[config.mk]
export PLATFORM = sky130hd
export DESIGN_NAME = intr_router
export DESIGN_NICKNAME = d
export VERILOG_FILES = /design/src/rtl/intr_router_pkg.sv /design/src/rtl/intr_capture.sv /design/src/rtl/intr_pick.sv /design/src/rtl/intr_lines.sv /design/src/rtl/intr_router.sv
export SDC_FILE = /design/constraint.sdc
export NUM_CORES = 2
export LEC_CHECK = 0
export BUFFER_PORTS_ARGS = -buffer_cell sky130_fd_sc_hd__buf_4
export CELL_PAD_IN_SITES_DETAIL_PLACEMENT = 1
export CELL_PAD_IN_SITES_GLOBAL_PLACEMENT = 2
export CORE_ASPECT_RATIO = 0.9
export CORE_MARGIN = 5
export CORE_UTILIZATION = 36
export CTS_CLUSTER_DIAMETER = 100
export CTS_CLUSTER_SIZE = 28
export DETAILED_ROUTE_END_ITERATION = 6
export PLACE_DENSITY = 0.81
export SLEW_MARGIN = 20
export SYNTH_ARGS = -nofsm -noshare
export SYNTH_HDL_FRONTEND = slang
export SYNTH_SLANG_ARGS = --single-unit
[constraint.sdc]
create_clock -name clk -period 8.2 [get_ports clk]
set_clock_uncertainty 0.05 [all_clocks]
set_input_delay 1.64 -clock clk [delete_from_list [all_inputs] [get_ports clk]]
set_output_delay 1.64 -clock clk [all_outputs]
set_load 0.02 [all_outputs]
[src/rtl/intr_router_pkg.sv]
package intr_router_pkg;
  localparam int ADDR_W = 12;
  localparam logic [11:0] A_ID0     = 12'h000;
  localparam logic [11:0] A_ID1     = 12'h004;
  localparam logic [11:0] A_MASK_LO = 12'h020;
  localparam logic [11:0] A_MASK_HI = 12'h024;
  localparam logic [11:0] A_MSG_LO  = 12'h040;
  localparam logic [11:0] A_MSG_HI  = 12'h044;
  localparam logic [11:0] A_EDGE_LO = 12'h060;
  localparam logic [11:0] A_EDGE_HI = 12'h064;
  localparam logic [11:0] A_CLR_LO  = 12'h080;
  localparam logic [11:0] A_CLR_HI  = 12'h084;
  localparam logic [11:0] A_STAT_LO = 12'h300;
  localparam logic [11:0] A_STAT_HI = 12'h304;
  localparam logic [11:0] A_POL_LO  = 12'h380;
  localparam logic [11:0] A_POL_HI  = 12'h384;
  // 64-byte table pages selected by address bits 11:6
  localparam logic [5:0] PG_ROUTE = 6'h04;
  localparam logic [5:0] PG_VEC   = 6'h08;

  // replace one 32-bit half of a 64-bit register
  function automatic logic [63:0] put_half(logic [63:0] cur, logic [31:0] d, logic hi);
    return hi ? {d, cur[31:0]} : {cur[63:32], d};
  endfunction

  function automatic logic [31:0] get_half(logic [63:0] v, logic hi);
    return hi ? v[63:32] : v[31:0];
  endfunction

  // place a 32-bit word into the selected half of a 64-bit mask
  function automatic logic [63:0] spread_half(logic [31:0] d, logic hi);
    return hi ? {d, 32'h0} : {32'h0, d};
  endfunction
endpackage

[src/rtl/intr_capture.sv]
module intr_capture #(
  parameter int N = 64
) (
  input  logic         clk,
  input  logic         rst,
  input  logic [N-1:0] irq_in,
  input  logic [N-1:0] edge_q,
  input  logic [N-1:0] clr_bits,
  output logic [N-1:0] pend_q,
  output logic [N-1:0] pend_n,
  output logic [N-1:0] rise,
  output logic [N-1:0] fall
);
  logic [N-1:0] last_q;

  assign rise   = irq_in & ~last_q;
  assign fall   = ~irq_in & last_q;
  assign pend_n = ((edge_q & (pend_q | rise)) | (~edge_q & irq_in)) & ~clr_bits;

  always_ff @(posedge clk) begin
    if (rst) begin
      pend_q <= '0;
      last_q <= '0;
    end else begin
      pend_q <= pend_n;
      last_q <= irq_in;
    end
  end
endmodule

[src/rtl/intr_pick.sv]
module intr_pick #(
  parameter int N     = 64,
  parameter int IDX_W = 6
) (
  input  logic [N-1:0]     req,
  output logic             hit,
  output logic [IDX_W-1:0] idx
);
  always_comb begin
    hit = |req;
    idx = '0;
    for (int i = N - 1; i >= 0; i--) begin
      if (req[i]) idx = IDX_W'(i);
    end
  end
endmodule

[src/rtl/intr_lines.sv]
module intr_lines #(
  parameter int NUM_OUT = 256,
  parameter int VEC_W   = 8
) (
  input  logic               clk,
  input  logic               rst,
  input  logic               raise_hit,
  input  logic [VEC_W-1:0]   raise_line,
  input  logic               lower_hit,
  input  logic [VEC_W-1:0]   lower_line,
  output logic [NUM_OUT-1:0] line_out
);
  always_ff @(posedge clk) begin
    if (rst) begin
      line_out <= '0;
    end else begin
      for (int i = 0; i < NUM_OUT; i++) begin
        if (lower_hit && lower_line == VEC_W'(i)) line_out[i] <= 1'b0;
        if (raise_hit && raise_line == VEC_W'(i)) line_out[i] <= 1'b1;
      end
    end
  end
endmodule

[src/rtl/intr_router.sv]
module intr_router
  import intr_router_pkg::*;
#(
  parameter int          NUM_SRC = 64,
  parameter int          NUM_OUT = 256,
  parameter int          VEC_W   = 8,
  parameter logic [15:0] VERSION = 16'h0001,
  parameter logic [31:0] ID_WORD = 32'h0700_0000
) (
  input  logic               clk,
  input  logic               rst,
  input  logic [NUM_SRC-1:0] irq_in,
  input  logic [ADDR_W-1:0]  bus_addr,
  input  logic               bus_we,
  input  logic [31:0]        bus_wdata,
  output logic [31:0]        bus_rdata,
  output logic [NUM_OUT-1:0] line_out
);
  localparam int IDX_W = (NUM_SRC > 1) ? $clog2(NUM_SRC) : 1;

  function automatic logic [63:0] wid(logic [NUM_SRC-1:0] x);
    return 64'(x);
  endfunction

  logic [NUM_SRC-1:0] mask_q, edge_q, pol_q, msg_q, isr_q;
  logic [VEC_W-1:0]   vec_q   [NUM_SRC];
  logic [7:0]         route_q [NUM_SRC];

  // bus decode
  logic       hi_sel, wr_mask, wr_edge, wr_clr, wr_stat, wr_pol, wr_msg;
  logic       route_hit, vec_hit;
  logic [5:0] tbl_idx;
  assign hi_sel    = bus_addr[2];
  assign wr_mask   = bus_we && (bus_addr == A_MASK_LO || bus_addr == A_MASK_HI);
  assign wr_edge   = bus_we && (bus_addr == A_EDGE_LO || bus_addr == A_EDGE_HI);
  assign wr_clr    = bus_we && (bus_addr == A_CLR_LO  || bus_addr == A_CLR_HI);
  assign wr_stat   = bus_we && (bus_addr == A_STAT_LO || bus_addr == A_STAT_HI);
  assign wr_pol    = bus_we && (bus_addr == A_POL_LO  || bus_addr == A_POL_HI);
  assign wr_msg    = bus_we && (bus_addr == A_MSG_LO  || bus_addr == A_MSG_HI);
  assign route_hit = (bus_addr[11:6] == PG_ROUTE);
  assign vec_hit   = (bus_addr[11:6] == PG_VEC);
  assign tbl_idx   = bus_addr[5:0];

  // mask and clear events
  logic [NUM_SRC-1:0] mask_n, unmask_bits, newmask_bits, clr_word, clr_bits;
  logic               clr_act;
  assign mask_n       = wr_mask ? NUM_SRC'(put_half(wid(mask_q), bus_wdata, hi_sel)) : mask_q;
  assign unmask_bits  = mask_q & ~mask_n;
  assign newmask_bits = ~mask_q & mask_n;
  assign clr_word     = wr_clr ? NUM_SRC'(spread_half(bus_wdata, hi_sel)) : '0;
  assign clr_act      = |(clr_word & edge_q);
  assign clr_bits     = clr_act ? clr_word : '0;

  // request capture
  logic [NUM_SRC-1:0] pend_q, pend_n, rise, fall;
  intr_capture #(.N(NUM_SRC)) u_capture (
    .clk(clk), .rst(rst), .irq_in(irq_in), .edge_q(edge_q), .clr_bits(clr_bits),
    .pend_q(pend_q), .pend_n(pend_n), .rise(rise), .fall(fall)
  );

  // raise / lower selection, lowest index first
  logic [NUM_SRC-1:0] raise_req, lower_req;
  logic               raise_hit, lower_hit;
  logic [IDX_W-1:0]   raise_idx, lower_idx;
  assign raise_req = (rise | unmask_bits) & pend_n & ~mask_n;
  assign lower_req = (fall | newmask_bits | clr_bits) & isr_q & ~pend_n;

  intr_pick #(.N(NUM_SRC), .IDX_W(IDX_W)) u_pick_raise (
    .req(raise_req), .hit(raise_hit), .idx(raise_idx)
  );
  intr_pick #(.N(NUM_SRC), .IDX_W(IDX_W)) u_pick_lower (
    .req(lower_req), .hit(lower_hit), .idx(lower_idx)
  );

  logic [VEC_W-1:0] raise_line, lower_line;
  assign raise_line = vec_q[raise_idx];
  assign lower_line = vec_q[lower_idx];

  // in-service update
  logic [NUM_SRC-1:0] raise_oh, lower_oh, isr_mid, isr_n;
  assign raise_oh = raise_hit ? (NUM_SRC'(1) << raise_idx) : '0;
  assign lower_oh = lower_hit ? (NUM_SRC'(1) << lower_idx) : '0;
  assign isr_mid  = (isr_q | raise_oh) & ~lower_oh & ~clr_bits;
  assign isr_n    = wr_stat ? NUM_SRC'(put_half(wid(isr_mid), bus_wdata, hi_sel)) : isr_mid;

  always_ff @(posedge clk) begin
    if (rst) begin
      mask_q <= '0;
      edge_q <= '0;
      pol_q  <= '0;
      msg_q  <= '0;
      isr_q  <= '0;
      for (int i = 0; i < NUM_SRC; i++) begin
        vec_q[i]   <= '0;
        route_q[i] <= '0;
      end
    end else begin
      mask_q <= mask_n;
      isr_q  <= isr_n;
      if (wr_edge) edge_q <= NUM_SRC'(put_half(wid(edge_q), bus_wdata, hi_sel));
      if (wr_pol)  pol_q  <= NUM_SRC'(put_half(wid(pol_q), bus_wdata, hi_sel));
      if (wr_msg)  msg_q  <= NUM_SRC'(put_half(wid(msg_q), bus_wdata, hi_sel));
      for (int i = 0; i < NUM_SRC; i++) begin
        if (bus_we && vec_hit && tbl_idx == 6'(i))   vec_q[i]   <= bus_wdata[VEC_W-1:0];
        if (bus_we && route_hit && tbl_idx == 6'(i)) route_q[i] <= bus_wdata[7:0];
      end
    end
  end

  intr_lines #(.NUM_OUT(NUM_OUT), .VEC_W(VEC_W)) u_lines (
    .clk(clk), .rst(rst),
    .raise_hit(raise_hit), .raise_line(raise_line),
    .lower_hit(lower_hit), .lower_line(lower_line),
    .line_out(line_out)
  );

  // read mux
  always_comb begin
    bus_rdata = '0;
    case (bus_addr)
      A_ID0:                bus_rdata = ID_WORD;
      A_ID1:                bus_rdata = {16'(NUM_SRC - 1), VERSION};
      A_MASK_LO, A_MASK_HI: bus_rdata = get_half(wid(mask_q), hi_sel);
      A_EDGE_LO, A_EDGE_HI: bus_rdata = get_half(wid(edge_q), hi_sel);
      A_MSG_LO,  A_MSG_HI:  bus_rdata = get_half(wid(msg_q), hi_sel);
      A_POL_LO,  A_POL_HI:  bus_rdata = get_half(wid(pol_q), hi_sel);
      A_STAT_LO, A_STAT_HI: bus_rdata = get_half(wid(isr_q & ~mask_q), hi_sel);
      default: begin
        for (int i = 0; i < NUM_SRC; i++) begin
          if (route_hit && tbl_idx == 6'(i)) bus_rdata = {24'h0, route_q[i]};
          if (vec_hit && tbl_idx == 6'(i))   bus_rdata = 32'(vec_q[i]);
        end
      end
    endcase
  end
endmodule

# --- After elaboration in Yosys (flattened, before gate mapping) ---
# Memory sizes are Yosys's and may differ from the RTL's.
# Cells that the tools add are included.
totals:
  ram_bits: 1024
  reg_bits: 704
  memories: 2
memory_table:
  columns: ["name", "words", "width", "read_ports", "rd_clocked_by_memory_dff", "wr", "line", "text"]
  rows:
  - ["route_q", 64, 8, 64, 0, 64, "intr_router.sv:27", "logic [7:0] route_q [NUM_SRC];"]
  - ["vec_q", 64, 8, 66, 0, 64, "intr_router.sv:26", "logic [VEC_W-1:0] vec_q [NUM_SRC];"]
classes:
  reduce_logical: 1056
  n_eq_ne: 588
  n_mux: 1297
  n_bitwise: 158
  n_shift: 2
op_table:
  columns: ["op", "n"]
  rows:
  - ["$mux W32", 132]
  - ["$eq A8 B8 Y1 const B", 256]
  - ["$mux W8", 129]
  - ["$eq A8 B7 Y1 const B", 128]
  - ["$and A64 B64 Y64", 15]
  - ["$mux W1", 898]
  - ["$logic_and A1 B1 Y1", 776]
  - ["$mux W6", 128]
  - ["$mux W64", 9]
  - ["$eq A8 B6 Y1 const B", 64]
  - ["$not A64 Y64", 8]
  - ["$reduce_bool A2 Y1", 256]
  - ["$or A64 B64 Y64", 6]
  - ["$eq A8 B5 Y1 const B", 32]
  - ["$pmux W32 S7", 1]
  - ["$eq A6 B6 Y1 const B", 32]
  - ["$reduce_or A64 Y1", 3]
  - ["$eq A8 B4 Y1 const B", 16]
  - ["$or A1 B1 Y1", 128]
  - ["$shl A1 B6 Y64 const A", 2]
  - ["$eq A6 B5 Y1 const B", 16]
  - ["$eq A8 B3 Y1 const B", 8]
  - ["$eq A6 B4 Y1 const B", 9]
  - ["$eq A12 B10 Y1 const B", 4]
  - ["other kinds (16)", 45]

# --- Depth between registers and ports, before layout ---
depth:
  depth_word: 131
  ltp_mapped: 32
  ltp_nobuf: 19

# --- Modules after synthesis ---
# A second synthesis with hierarchy kept.
hier_totals:
  hier_cells: 8940
  hier_area_um2: 91706.7
by_module_without_submodules:
  columns: ["mod", "cells_per_inst", "area_per_inst_um2", "instances"]
  rows:
  - ["intr_router", 7027, 74212.4, 1]
  - ["intr_lines", 1033, 10080.9, 1]
  - ["intr_capture", 590, 5639.2, 1]
  - ["intr_pick", 145, 887.1, 2]

# --- Least setup slack after synthesis ---
# No wires, ideal clock.
synth_path:
  path_kind: "input to output"
  from: "in bus_addr[2]"
  to: "out bus_rdata[2]"
  t_arrival_ps: 6444
  path_buffers: 8
  path_slack_ps: 66
  required_time_ps: 6510
  cell_stages: 27
  cell_sequence: "buf_2 > buf_2 > buf_2 > buf_2 > buf_2 > buf_2 > or4b_2 > clkbuf_1 > nor2_1 > nand2_1 > clkbuf_1 > o22ai_1 > nor3_1 > o21ai_0 > a21oi_1 > o221ai_1 > a211o_1 > o211ai_1 > a2111oi_0 > nor4_1 > o21a_1 > o21ai_0 > o2111ai_1 > a21oi_1 > a2111oi_0 > o41ai_1 > a21oi_1"
synth_between:
  elab_chain_cells: 131
  word_cells_on_any_way: 343
synth_lines:
  columns: ["element", "line", "text"]
  rows:
  - ["start: declaration", "intr_router.sv:13", "input logic [ADDR_W-1:0] bus_addr,"]
  - ["$logic_not A6 Y1", "intr_router.sv:130, intr_router.sv:131", null]
  - ["$logic_and A1 B1 Y1", "intr_router.sv:130", "if (route_hit && tbl_idx == 6'(i)) bus_rdata = {24'h0, route_q[i]};"]
  - ["$mux W8", "intr_router.sv:130", null]
  - ["$mux W32", "intr_router.sv:131", "if (vec_hit && tbl_idx == 6'(i)) bus_rdata = 32'(vec_q[i]);"]
  - ["$mux W32", "intr_router.sv:130", null]
  - ["$mux W32", "intr_router.sv:131", null]
  - ["$mux W32", "intr_router.sv:130", null]
  - ["$mux W32", "intr_router.sv:131", null]
  - ["[... 115 more ...]", null, null]
  - ["$mux W32", "intr_router.sv:131", null]
  - ["$mux W32", "intr_router.sv:130", null]
  - ["$mux W32", "intr_router.sv:131", null]
  - ["$mux W32", "intr_router.sv:130", null]
  - ["$mux W32", "intr_router.sv:131", null]
  - ["$mux W32", "intr_router.sv:130", null]
  - ["$mux W32", "intr_router.sv:131", null]
  - ["$pmux W32 S7 (*)", "intr_router.sv:120", "case (bus_addr)"]
  - ["end: declaration", "intr_router.sv:16", "output logic [31:0] bus_rdata,"]
# Every way passes the cells marked *; elsewhere a longest branch is shown, timed or not.

# --- Worst setup path after layout ---
layout_path:
  from: "in bus_addr[6]"
  to: "out bus_rdata[4]"
layout_between:
  elab_chain_cells: 131
  word_cells_on_any_way: 276
layout_lines:
  columns: ["element", "line", "text"]
  rows:
  - ["$eq A6 B3 Y1", "intr_router.sv:40", "assign route_hit = (bus_addr[11:6] == PG_ROUTE);"]
  - ["$logic_and A1 B1 Y1", "intr_router.sv:130", null]
  - ["$mux W8", "intr_router.sv:130", null]
  - ["$mux W32", "intr_router.sv:131", null]
  - ["$mux W32", "intr_router.sv:130", null]
  - ["$mux W32", "intr_router.sv:131", null]
  - ["$mux W32", "intr_router.sv:130", null]
  - ["$mux W32", "intr_router.sv:131", null]
  - ["[... 115 more ...]", null, null]
  - ["$mux W32", "intr_router.sv:131", null]
  - ["$mux W32", "intr_router.sv:130", null]
  - ["$mux W32", "intr_router.sv:131", null]
  - ["$mux W32", "intr_router.sv:130", null]
  - ["$mux W32", "intr_router.sv:131", null]
  - ["$mux W32", "intr_router.sv:130", null]
  - ["$mux W32", "intr_router.sv:131", null]
  - ["$pmux W32 S7 (*)", "intr_router.sv:120", null]
# Marks and branches as above.

==> flow_summary.yaml <==
run_status:
  run_status: "finished, violations left"
  violations: "setup timing"
setup_path:
  crit_type: "input port to output port"
  cp.required_ns: 6.51
  cp_max_fo: 5
  worst_path_most_repeated_cell: "buf_6"
  crit_path_end_kind: "output port"
  start_kind: "input port"
  slowest_stage: "or4_4"
  worst_ep_arrival_time_ns: 7.05
  slowest_delay_ns: 0.67
yosys:
  yosysTopAreaCell: "edfxtp_1"
  synth_top_area_share_pct: 33.7
  ys_warn_count: 0
  syn-num-nets: 10147
  ys.flop_type: "edfxtp_1"
  synth_area_sq_um: 91300
  synth_cell_types: 116
  synth-seq-cells: 1728
  synthCells: 10036
  synthTopCellsByArea: "edfxtp_1 34%, dfxtp_1 15%, nand2_1 5.7%"
  synth_edf_count: 1024
  yosysSeqAreaShare_pct: 49.1
  synthArstFlopShare_pct: 0
  syn_area_per_cell_sq_um: 9.10
floorplanning:
  die_w_um: 541
  coreArea_sq_um: 252000
  num_rows: 175
  num_io_pins: 399
  start_util_pct: 36.2
  die_height_um: 488
  die_area_sq_um: 264000
clocking:
  cts_sinks: 1728
  cts_root_buf: "clkbuf_16"
  cts_buffers: 89
  clock_latency_ns: 0.82
  clk_pin_slew_ns: 0.11
  cts_tree: "yes"
  cts_buffer_depth: 3
  htree_levels: 3
layout:
  num-fill-cells: 28591
  final_nets: 11788
  synthToLayoutAreaGrowth_pct: 28.4
  instances_no_fill: 15122
  fin_area_sq_um: 117000
  drive_gt1_share_pct: 24.4
timing:
  grt_setup_unrepaired: "yes"
  fin_ws_ns: -0.535
  hold_viol: 0
  max_slew_margin_pct: 10.9
  fmax_ghz: 0.114
  fin_crit_sh_pct: 107
  min_period_ns: 8.74
  setup_viol: 260
  drv_slew: 0
  worstMarginPinSlew_ns: 1.34
grt:
  globalRouteOverflowTotal: 0
  grt_antenna_before_repair: 36
  grt_max_degree: 189
  grt_pass1_vias: 95634
  grt_pass1_wl_um: 802000
  track_usage_pct: 43.0
drt:
  firstDrtPassIters: 7
  ant_nets: 0
  vias_per_cell: 6.57
  drc: 0
  finalWirelength_um: 594000
  wl_per_cell_um: 39.3
  first_iter_violations: 13748
  num_vias: 99424
place:
  gp_congestion: 1.05
  dp.cells: 14875
  port_buffers: 398
  dp_hpwl_um: 455000
  place_area_sq_um: 111000
power_and_ir_drop:
  power_mw: 19.4
  vdd_ir_drop_max_mv: 0.274
  power.density_nw_per_um2: 166
  p_leak_nw: 42.9
worst_hold_path:
  min_path_type: "register to register"
run:
  max-cap-violations: 0
-- metrics by stage --
step	worst slack, ns	setup TNS, ns	hold slack [ns]	utilization [%]
6_report	-0.535	-42.49	0.409	46.4
5_1_grt	-0.497	-1.93	0.431	46.4
4_1_cts	-0.365	-1.32	0.412	45.8
3_5_place_dp	-2.16	-374.09	0.397	44.0
3_3_place_gp	-2.06	-411.65	0.391	44.0
2_1_floorplan	0.0659	0	0.386	-
-- area by class of cell --
type / instances / area, sq um / area share [%]
well taps: 3363 / 4210 / 3.59
flip-flops and latches: 1728 / 44800 / 38.3
inverters: 166 / 636 / 0.542
diodes: 25 / 62.6 / 0.0534
clock buffers: 104 / 2360 / 2.01
repair buffers: 2261 / 19600 / 16.7
clock inverters: 44 / 741 / 0.632
multi-input cells: 7431 / 44800 / 38.2
-- critical path, delay by kind of cell --
kind                   cells  cell delay (ns)
AND/OR/NAND/NOR            3             0.93
AO/OA/AOI/OAI             15             3.12
buffers and inverters      9             1.32
-- synth_stat cells, types with 63 or more instances --
library cell and number:
nand2b_1 91, a21oi_1 768, a222oi_1 67, nor4_1 77
nand2_1 1391, dfxtp_1 704, nor2b_1 379, inv_1 166
edfxtp_1 1024, o221ai_1 86, a22oi_1 189, nor2_1 1222
o21ai_0 486, o22ai_1 156, o211ai_1 101, nor3_1 170
nand3_1 278, o21bai_1 63, o32ai_1 74, a2111oi_0 74
nand4_1 88, a221oi_1 71, mux2i_1 313, o21ai_1 254
buf_2 109, a31oi_1 100, clkbuf_1 493
-- flip-flops by register name, summed over array words and instances (netlist names) --
signal / flops
route_q: 512
u_capture.last_q: 64
mask_q: 64
u_lines.line_out: 256
vec_q: 512
pol_q: 64
isr_q: 64
edge_q: 64
u_capture.pend_q: 64
msg_q: 64
-- placed cells by master, fill, tap and decap left out, drive strengths merged, types with 189 or more instances in the layout --
master,instances
buf,2252
nand2,1392
nor2,1224
edfxtp,1024
a21oi,771
o21ai,741
dfxtp,704
nor2b,379
mux2i,314
nand3,278
a22oi,189
-- final timing paths --
kind                                                      endpoint  depth (start not counted)              startpoint  slack (ns)
worst min register to register              msg_q[56]$_SDFFE_PP0P_                          2  msg_q[56]$_SDFFE_PP0P_        0.41
worst max register to register  u_lines.line_out[135]$_SDFFE_PP0P_                         31  edge_q[9]$_SDFFE_PP0P_        0.34
worst max-delay path                                  bus_rdata[4]                         27             bus_addr[6]       -0.54
worst min-delay path                        msg_q[56]$_SDFFE_PP0P_                          2  msg_q[56]$_SDFFE_PP0P_        0.41
-- power by group --
part,leakage [nW],total (mW),switching [mW],internal (mW)
registers,15.5,10.1,0.512,9.61
clock network,1.49,5.70,3.43,2.28
logic,25.9,3.61,2.33,1.28
total,42.9,19.4,6.27,13.2
-- logic make-up (layout without fill, tap and decap cells) --
group	Yosys count	after routing	share of synthesized area (%)
compound gates	3083	3083	22.5
other cells	0	25	0
mux	373	373	4.42
flops	1728	1728	49.1
simple gates	3975	3975	19.9
buf+inv	877	2575	4.13
-- routing by layer --
layer / global-route usage, % / up-vias / wire, um
met5: 0 / - / 212
met4: 24.3 / 30 / 42100
met1: 57.6 / 50957 / 239000
met3: 8.40 / 1385 / 60000
li1: - / 40642 / -
met2: 65.0 / 6410 / 253000
-- repair_timing --
| item | 4_1_cts | 5_1_grt |
|---|---|---|
| cloned | 2 | 8 |
| resized for setup | 222 | 229 |
| setup buffers | 31 | 46 |
| hold buffers | 0 | 0 |
| pin swaps | 82 | 126 |
| endpoints found under the setup margin | 264 | 264 |
No activity file was read; power rests on OpenSTA's default activity.
